===== config.mk =====
export PLATFORM = sky130hd
export DESIGN_NAME = evt_irq_ctrl
export DESIGN_NICKNAME = d
export VERILOG_FILES = /design/src/rtl/evt_irq_pkg.sv /design/src/rtl/evt_reg_decode.sv /design/src/rtl/evt_stat_bank.sv /design/src/rtl/evt_srst_pulse.sv /design/src/rtl/evt_irq_ctrl.sv
export SDC_FILE = /design/constraint.sdc
export NUM_CORES = 1
export LEC_CHECK = 0
export CORE_ASPECT_RATIO = 0.8
export CORE_MARGIN = 2
export CORE_UTILIZATION = 34
export CTS_BUF_LIST = sky130_fd_sc_hd__clkbuf_4
export DETAILED_ROUTE_END_ITERATION = 6
export DONT_BUFFER_PORTS = 1
export PLACE_DENSITY = 0.49
export SLEW_MARGIN = 20
export SYNTH_ARGS = -nofsm -noshare
export SYNTH_HDL_FRONTEND = slang
export SYNTH_SLANG_ARGS = --single-unit

===== constraint.sdc =====
create_clock -name clk -period 2 [get_ports clk]
set_input_delay 0.2 -clock clk [delete_from_list [all_inputs] [get_ports clk]]
set_output_delay 0.2 -clock clk [all_outputs]
set_load 0.01 [all_outputs]

===== src/rtl/evt_irq_pkg.sv =====
package evt_irq_pkg;
  // register byte offsets; software depends on these values
  localparam int unsigned OFS_GLOBAL = 'h1C;
  localparam int unsigned OFS_STATUS = 'h20;
  localparam int unsigned OFS_MASK   = 'h28;
  localparam int unsigned OFS_SRESET = 'h40;

  // value that fires the soft reset
  localparam logic [31:0] SRESET_KEY = 32'h0000_000A;

  // bit of the global-enable register that gates the interrupt
  localparam int unsigned GLOBAL_BIT = 31;

  // event source bit positions
  typedef enum int unsigned {
    SRC_MODE_FAULT  = 0,
    SRC_SLAVE_FAULT = 1,
    SRC_TX_EMPTY    = 2,
    SRC_TX_UNDERRUN = 3,
    SRC_RX_FULL     = 4,
    SRC_RX_OVERRUN  = 5,
    SRC_TX_HALF     = 6
  } evt_src_e;

  typedef enum logic [2:0] {
    SEL_NONE,
    SEL_GLOBAL,
    SEL_STATUS,
    SEL_MASK,
    SEL_SRESET
  } reg_sel_e;
endpackage


===== src/rtl/evt_reg_decode.sv =====
module evt_reg_decode
  import evt_irq_pkg::*;
#(
  parameter int unsigned AW   = 8,
  parameter int unsigned DW   = 32,
  parameter int unsigned NSRC = 7
) (
  input  logic [AW-1:0]   addr,
  input  logic            wr,
  input  logic [DW-1:0]   wdata,
  input  logic            core_rst,
  input  logic            glb_en,
  input  logic [NSRC-1:0] stat,
  input  logic [NSRC-1:0] mask,
  output logic            glb_we,
  output logic            mask_we,
  output logic [NSRC-1:0] clr_vec,
  output logic            key_hit,
  output logic [DW-1:0]   rdata
);
  reg_sel_e sel;

  function automatic reg_sel_e decode(input logic [AW-1:0] a);
    if (a == AW'(OFS_GLOBAL)) return SEL_GLOBAL;
    if (a == AW'(OFS_STATUS)) return SEL_STATUS;
    if (a == AW'(OFS_MASK))   return SEL_MASK;
    if (a == AW'(OFS_SRESET)) return SEL_SRESET;
    return SEL_NONE;
  endfunction

  function automatic logic is_key(input logic [DW-1:0] d);
    return d == DW'(SRESET_KEY);
  endfunction

  assign sel     = decode(addr);
  assign glb_we  = wr && (sel == SEL_GLOBAL);
  assign mask_we = wr && (sel == SEL_MASK);
  assign clr_vec = (wr && sel == SEL_STATUS) ? wdata[NSRC-1:0] : '0;
  assign key_hit = wr && (sel == SEL_SRESET) && is_key(wdata) && !core_rst;

  always_comb begin
    rdata = '0;
    unique case (sel)
      SEL_GLOBAL: rdata[GLOBAL_BIT] = glb_en;
      SEL_STATUS: rdata[NSRC-1:0]   = stat;
      SEL_MASK:   rdata[NSRC-1:0]   = mask;
      default:    rdata = '0;
    endcase
  end
endmodule


===== src/rtl/evt_stat_bank.sv =====
module evt_stat_bank #(
  parameter int unsigned NSRC = 7
) (
  input  logic            clk,
  input  logic            rst_n,
  input  logic            hold_clear,
  input  logic [NSRC-1:0] evt,
  input  logic [NSRC-1:0] clr_vec,
  input  logic            mask_we,
  input  logic [NSRC-1:0] mask_wdata,
  output logic [NSRC-1:0] stat_q,
  output logic [NSRC-1:0] mask_q
);
  // an event takes priority over a clear of the same bit
  function automatic logic next_bit(input logic cur, input logic clr, input logic ev);
    return (cur & ~clr) | ev;
  endfunction

  for (genvar i = 0; i < NSRC; i++) begin : g_src
    always_ff @(posedge clk) begin
      if (!rst_n || hold_clear) stat_q[i] <= 1'b0;
      else                      stat_q[i] <= next_bit(stat_q[i], clr_vec[i], evt[i]);
    end
  end

  always_ff @(posedge clk) begin
    if (!rst_n || hold_clear) mask_q <= '0;
    else if (mask_we)         mask_q <= mask_wdata;
  end
endmodule


===== src/rtl/evt_srst_pulse.sv =====
module evt_srst_pulse #(
  parameter int unsigned WIDTH = 4
) (
  input  logic clk,
  input  logic rst_n,
  input  logic key_hit,
  output logic core_rst
);
  localparam int unsigned CW = $clog2(WIDTH + 1);

  logic [CW-1:0] cnt_q;

  always_ff @(posedge clk) begin
    if (!rst_n)              cnt_q <= '0;
    else if (key_hit)        cnt_q <= CW'(WIDTH);
    else if (cnt_q != '0)    cnt_q <= cnt_q - 1'b1;
  end

  assign core_rst = (cnt_q != '0);
endmodule


===== src/rtl/evt_irq_ctrl.sv =====
module evt_irq_ctrl
  import evt_irq_pkg::*;
#(
  parameter int unsigned AW        = 8,
  parameter int unsigned DW        = 32,
  parameter int unsigned NSRC      = 7,
  parameter int unsigned RST_PULSE = 4
) (
  input  logic            clk,
  input  logic            rst_n,
  input  logic [AW-1:0]   reg_addr,
  input  logic            reg_wr,
  input  logic [DW-1:0]   reg_wdata,
  output logic [DW-1:0]   reg_rdata,
  input  logic [NSRC-1:0] evt_pulse,
  output logic            irq,
  output logic            core_rst
);
  logic            glb_en_q;
  logic [NSRC-1:0] stat_q;
  logic [NSRC-1:0] mask_q;
  logic            glb_we;
  logic            mask_we;
  logic [NSRC-1:0] clr_vec;
  logic            key_hit;
  logic            hold_clear;
  logic            irq_q;

  function automatic logic irq_level(input logic g, input logic [NSRC-1:0] s,
                                     input logic [NSRC-1:0] m);
    return g & (|(s & m));
  endfunction

  evt_reg_decode #(.AW(AW), .DW(DW), .NSRC(NSRC)) u_dec (
    .addr(reg_addr), .wr(reg_wr), .wdata(reg_wdata), .core_rst(core_rst),
    .glb_en(glb_en_q), .stat(stat_q), .mask(mask_q),
    .glb_we(glb_we), .mask_we(mask_we), .clr_vec(clr_vec),
    .key_hit(key_hit), .rdata(reg_rdata)
  );

  assign hold_clear = key_hit | core_rst;

  evt_stat_bank #(.NSRC(NSRC)) u_bank (
    .clk(clk), .rst_n(rst_n), .hold_clear(hold_clear), .evt(evt_pulse),
    .clr_vec(clr_vec), .mask_we(mask_we), .mask_wdata(reg_wdata[NSRC-1:0]),
    .stat_q(stat_q), .mask_q(mask_q)
  );

  evt_srst_pulse #(.WIDTH(RST_PULSE)) u_srst (
    .clk(clk), .rst_n(rst_n), .key_hit(key_hit), .core_rst(core_rst)
  );

  always_ff @(posedge clk) begin
    if (!rst_n)      glb_en_q <= 1'b0;
    else if (glb_we) glb_en_q <= reg_wdata[GLOBAL_BIT];
  end

  always_ff @(posedge clk) begin
    if (!rst_n) irq_q <= 1'b0;
    else        irq_q <= irq_level(glb_en_q, stat_q, mask_q);
  end

  assign irq = irq_q;
endmodule


== After elaboration in Yosys (flattened, before gate mapping) ==
Index checks and enable logic that the tools add are counted.

* Input bits: 50
* Output and inout bits: 34
* Bits in registers: 19
* Logic and storage cells: 83

* Add/subtract/negate cells: 1
* Equal/unequal tests: 9
* Muxes and demuxes: 23
* Bitwise logic cells: 25
* Reductions and logical operators: 13

{| class="wikitable"
|+ Operator list
! operator !! number
|-
| == test 32 x 4 -> 1 bit (second input constant) || 1
|-
| two-way mux 3 bit || 10
|-
| == test 8 x 6 -> 1 bit (second input constant) || 2
|-
| one-hot mux 7 bit (2 select lines) || 1
|-
| two-way mux 1 bit || 11
|-
| AND 1 bit || 8
|-
| == test 8 x 5 -> 1 bit (second input constant) || 1
|-
| == test 8 x 7 -> 1 bit (second input constant) || 1
|-
| NOT 1 bit || 8
|-
| bitwise OR 1 bit || 8
|-
| AND 7 bit || 1
|-
| two-way mux 7 bit || 1
|-
| OR reduction 7 bit || 1
|-
| == test 3 x 2 -> 1 bit (second input constant) || 2
|-
| logical AND 1 bit || 6
|-
| == test 3 x 1 -> 1 bit (second input constant) || 1
|-
| == test 3 bit (second input constant) || 1
|-
| nonzero test 3 bit || 1
|-
| subtractor 3 x 1 -> 3 bit (second input constant) || 1
|-
| zero test 1 bit || 2
|-
| nonzero test 2 bit || 1
|-
| OR reduction 2 bit || 1
|-
| logical OR 1 bit || 1
|}

== Depth between registers and ports, before layout ==
* Depth after elaboration: 18
* Gate-level depth with buffers: 6
* Gate-level depth less buffers: 5

== By module ==
From an unflattened synthesis, not the netlist that was laid out.

* Cell total of the unflattened synthesis: 146
* Area total of the unflattened synthesis: 1,256.2 µm²

{| class="wikitable"
|+ Modules (own cells, without submodules)
! module !! cells each !! instances !! sequential area each (µm²) !! area each (µm²)
|-
| evt_stat_bank || 52 || 1 || 280.3 || 529.3
|-
| evt_reg_decode || 66 || 1 || 0.0 || 461.7
|-
| evt_srst_pulse || 18 || 1 || 60.1 || 167.7
|-
| evt_irq_ctrl || 10 || 1 || 40.0 || 97.6
|}

== Worst setup path after synthesis ==
OpenSTA, ideal clock, no wires.

* Path type: input -> output
* Start point: in reg_addr[7]
* End point: out reg_rdata[0]
* Required time: 1.800 ns
* Arrival: 1.402 ns
* Stages: 4
* Buffers on the path: 0
* Path slack: 0.398 ns
* Cells stage by stage: or3_4 or2_2 nor2_1 a22o_1

* Cells in the longest elaborated chain, start to end: 11

{| class="wikitable"
|+ Ends and longest elaborated chain
! what !! line !! text
|-
| start, declared || evt_irq_ctrl.sv:11 || <nowiki>input logic [AW-1:0] reg_addr,</nowiki>
|-
| == test 8 x 7 -> 1 bit || evt_reg_decode.sv:27 || <nowiki>if (a == AW'(OFS_SRESET)) return SEL_SRESET;</nowiki>
|-
| two-way mux 1 bit (2 in series) || evt_reg_decode.sv:27 ||
|-
| two-way mux 1 bit || evt_reg_decode.sv:26 || <nowiki>if (a == AW'(OFS_MASK)) return SEL_MASK;</nowiki>
|-
| two-way mux 1 bit || evt_reg_decode.sv:25 || <nowiki>if (a == AW'(OFS_STATUS)) return SEL_STATUS;</nowiki>
|-
| two-way mux 3 bit || evt_reg_decode.sv:28 || <nowiki>return SEL_NONE;</nowiki>
|-
| two-way mux 3 bit || evt_reg_decode.sv:27 ||
|-
| two-way mux 3 bit || evt_reg_decode.sv:26 ||
|-
| two-way mux 3 bit (*) || evt_reg_decode.sv:25 ||
|-
| == test 3 x 2 -> 1 bit || evt_reg_decode.sv:43 || <nowiki>unique case (sel)</nowiki>
|-
| one-hot mux 7 bit (2 select lines) (*) || evt_reg_decode.sv:43 ||
|-
| end, declared || evt_irq_ctrl.sv:14 || <nowiki>output logic [DW-1:0] reg_rdata,</nowiki>
|}

Mark *: on every way between the ends. The rest lies on a longest branch, timed or not. The select of a mux whose other input is x is not followed.

== Worst setup path in the final report ==
* Start point: reg u_srst.cnt_q[0]
* End point: out core_rst

* Cells in the longest elaborated chain, start to end: 1

{| class="wikitable"
|+ Ends and longest elaborated chain
! what !! line !! text
|-
| start, declared || evt_srst_pulse.sv:11 || <nowiki>logic [CW-1:0] cnt_q;</nowiki>
|-
| start signal, assigned || evt_srst_pulse.sv:15 || <nowiki>else if (key_hit) cnt_q <= CW'(WIDTH);</nowiki>
|-
| start signal, assigned || evt_srst_pulse.sv:16 || <nowiki>else if (cnt_q != '0) cnt_q <= cnt_q - 1'b1;</nowiki>
|-
| nonzero test 3 bit || evt_srst_pulse.sv:19 || <nowiki>assign core_rst = (cnt_q != '0);</nowiki>
|-
| end, declared || evt_irq_ctrl.sv:17 || <nowiki>output logic core_rst</nowiki>
|}

No other way between the ends.

==> flow_metrics.env <==
export IMPL_status="finished, final reports clean"
export IMPL_fin_crit_ns=1.60
export IMPL_grt_pass1_vias=1085
export IMPL_hold_path_end="u_bank.stat_q[3]"
export IMPL_max_cap_violations=0
export IMPL_holdBufCountCts=0
export IMPL_fp_dieW_um=75.8
export IMPL_power_density_mw_per_mm2=788
export IMPL_r2r_start="u_srst.cnt_q[0]"
export IMPL_synth_ff_latch_count=19
export IMPL_dieArea_mm2=0.00465
export IMPL_overflow=0
export IMPL_antenna_found_initial=0
export IMPL_end_kind="output port"
export IMPL_grt_util_all_layers=0.150
export IMPL_path_cells="inv_1 -> ha_1 -> nor2b_1 -> buf_4 -> inv_1"
export IMPL_cp_common_cell="inv_1"
export IMPL_vias=1126
export IMPL_critPathMaxFanout=5
export IMPL_required_ns=1.80
export IMPL_ant_nets=0
export IMPL_clkSinkCount=19
export IMPL_vias_per_cell=5.26
export IMPL_wl_um=3360
export IMPL_place_congestion=0.752
export IMPL_yosysSeqAreaShare=0.271
export IMPL_fp_row_count=20
export IMPL_synthCells=154
export IMPL_synth_enable_flop_cells=0
export IMPL_placed_area_mm2=0.00140
export IMPL_clkTransAtPathRegs_ns=0.11
export IMPL_post_drt_wl_per_cell_um=15.7
export IMPL_async_flop_share=0
export IMPL_ios=84
export IMPL_ctsRootBufferMaster="clkbuf_4"
export IMPL_path_class="reg -> out"
export IMPL_r2r_slack_ns=0.51
export IMPL_hold_path_class="in -> reg"
export IMPL_hold_path_cell_count=2
export IMPL_ctsResizeCount=0
export IMPL_worst_skew_pair_late_latency_ns=0.30
export IMPL_grt_max_degree=18
export IMPL_dr_pass1_iters=4
export IMPL_core_mm2=0.00388
export IMPL_area_growth_syn_to_layout_pct=1.70
export IMPL_fin_nets=212
export IMPL_crit_slowest_cell="dfxtp_1"
export IMPL_syn_avg_cell_area_um2=9.10
export IMPL_r2r_cells=6
export IMPL_cts_buffers=3
export IMPL_hold_violations=0
export IMPL_setup_viol=0
export IMPL_route_detailed_drc=0
export IMPL_clock_skew_ns=0.00523
export IMPL_fin_crit_sh=0.800
export IMPL_die_y_um=61.4
export IMPL_design_area_mm2=0.00143
export IMPL_max_freq_mhz=625
export IMPL_htreeDepth=1
export IMPL_synth_cell_types=42
export IMPL_cts_tree="built"
export IMPL_grt_pass1_wl_um=5200
export IMPL_cp_slowest_stage_delay_ns=0.32
export IMPL_cts_setup_buffers=0
export IMPL_startpoint_type="flop"
export IMPL_r2r_end="u_srst.cnt_q[1]"
export IMPL_drv_slew=0
export IMPL_ys_flop_type="dfxtp_1"
export IMPL_clock_path_buffers=2
export IMPL_drt_initial_drc_count=55
export IMPL_peakVddDrop_uv=311
export IMPL_start_util=0.361
export IMPL_leakage_uw=0.000542
export IMPL_hpwl_um=2790
export IMPL_diodes=0
export IMPL_io_buffers=0
export IMPL_grt_setup_unrepaired="false"
export IMPL_synth_warnings=0
export IMPL_drive_gt1_frac=0.195
export IMPL_synth_area_mm2=0.00140
export IMPL_hp_start="evt_pulse[3]"
export IMPL_tns_ns=0
export IMPL_crit_arrival_ns=1.40
## metal layers
metal / routed length, µm / global-route usage / part of all wire / vias to the layer above
met5: 0 / 0 / 0 / -
met4: 14 / 0.0351 / 0.0042 / 0
met3: 445 / 0.0704 / 0.13 / 2
met2: 1550 / 0.232 / 0.46 / 51
met1: 1350 / 0.192 / 0.40 / 529
li1: - / - / - / 544
## power by group
group	internal, µW	switching (µW)	leakage, µW
sequential	448	46.1	0.000155
combinational	167	251	0.000368
clock	91.2	119	0.0000184
total	706	416	0.000542
## layout make-up
cell class	instances	area, µm²
clock buffers	4	30.0
fillers	414	2450
inverters	6	22.5
multi-input cells	123	871
flip-flops and latches	19	380
well taps	55	68.8
repair buffers	7	52.6
## cells in the mapped netlist (2+ instances only)
cell type / n / area, µm²
buf_4: 24 / 180
dfxtp_1: 19 / 380
nor3_2: 11 / 110
nand4_1: 9 / 56.3
mux2i_1: 8 / 80.1
nor4_1: 8 / 50.1
a21oi_1: 7 / 35.0
a22o_1: 7 / 61.3
and2_1: 7 / 43.8
nor3_1: 6 / 30.0
inv_1: 5 / 18.8
nor4b_1: 3 / 26.3
a22oi_1: 2 / 15.0
buf_6: 2 / 22.5
clkbuf_1: 2 / 7.51
ha_1: 2 / 25.0
nand2_1: 2 / 7.51
nand2b_1: 2 / 12.5
nand3_1: 2 / 10.0
nor2_1: 2 / 7.51
nor2b_1: 2 / 12.5
nor4bb_1: 2 / 20.0
## state kept, by name, indices dropped and copies added (netlist names)
register and count:
u_srst.cnt_q 3, irq 1, u_bank.mask_q 7, u_bank.stat_q 7, glb_en_q 1
## how the worst max path moves through the flow
| stage | start | endpoint | slack (ns) | cells past startpoint |
|---|---|---|---|---|
| 4_1_cts | u_srst.cnt_q[0] | core_rst | 0.36 | 5 |
| 6_report | u_srst.cnt_q[0] | core_rst | 0.40 | 5 |
| 3_5_place_dp | reg_addr[4] | u_srst.cnt_q[1] | 0.36 | 5 |
| 5_1_grt | u_srst.cnt_q[0] | core_rst | 0.26 | 5 |
| 3_3_place_gp | reg_addr[4] | u_srst.cnt_q[1] | 0.36 | 5 |
| 2_1_floorplan | reg_addr[7] | reg_rdata[0] | 0.40 | 4 |
## kinds of logic after synthesis
family,after synthesis,share of synthesized area
fa+ha+maj,2,0.0179
other cells,1,0.00268
buf+inv,35,0.169
compound gates,24,0.142
mux,8,0.0571
flops,19,0.271
simple gates,65,0.340
## worst max-delay path: cells and delay by family (launching register included)
family        cells  cell delay (ns)
flops             1             0.32
simple gates      1             0.26
buf+inv           3             0.35
fa+ha+maj         1             0.16
## placed cells by master (no fill, tap or decap), types with 2 or more instances in the layout
cell type	count
conb_1	24
dfxtp_1	19
nor3_2	11
nand4_1	9
nor4_1	8
mux2i_1	8
a22o_1	7
and2_1	7
a21oi_1	7
buf_4	7
nor3_1	6
inv_1	5
clkbuf_4	4
nor4b_1	3
nor2b_1	2
nand2b_1	2
nor2_1	2
a22oi_1	2
nand3_1	2
nor4bb_1	2
nand2_1	2
ha_1	2
## metrics by stage
step,setup WS [ns],hold WS [ns],cells,utilization,power [µW]
after global routing,0.256,0.0181,214,0.367,1220
after CTS,0.365,0.0316,214,0.367,1140
after global placement,0.364,0.347,210,0.360,907
after floorplan,0.398,0.345,177,-,865
final,0.400,0.0424,214,0.367,1120
after detailed placement,0.364,0.351,210,0.360,927
No activity file was read; power rests on OpenSTA's default activity.
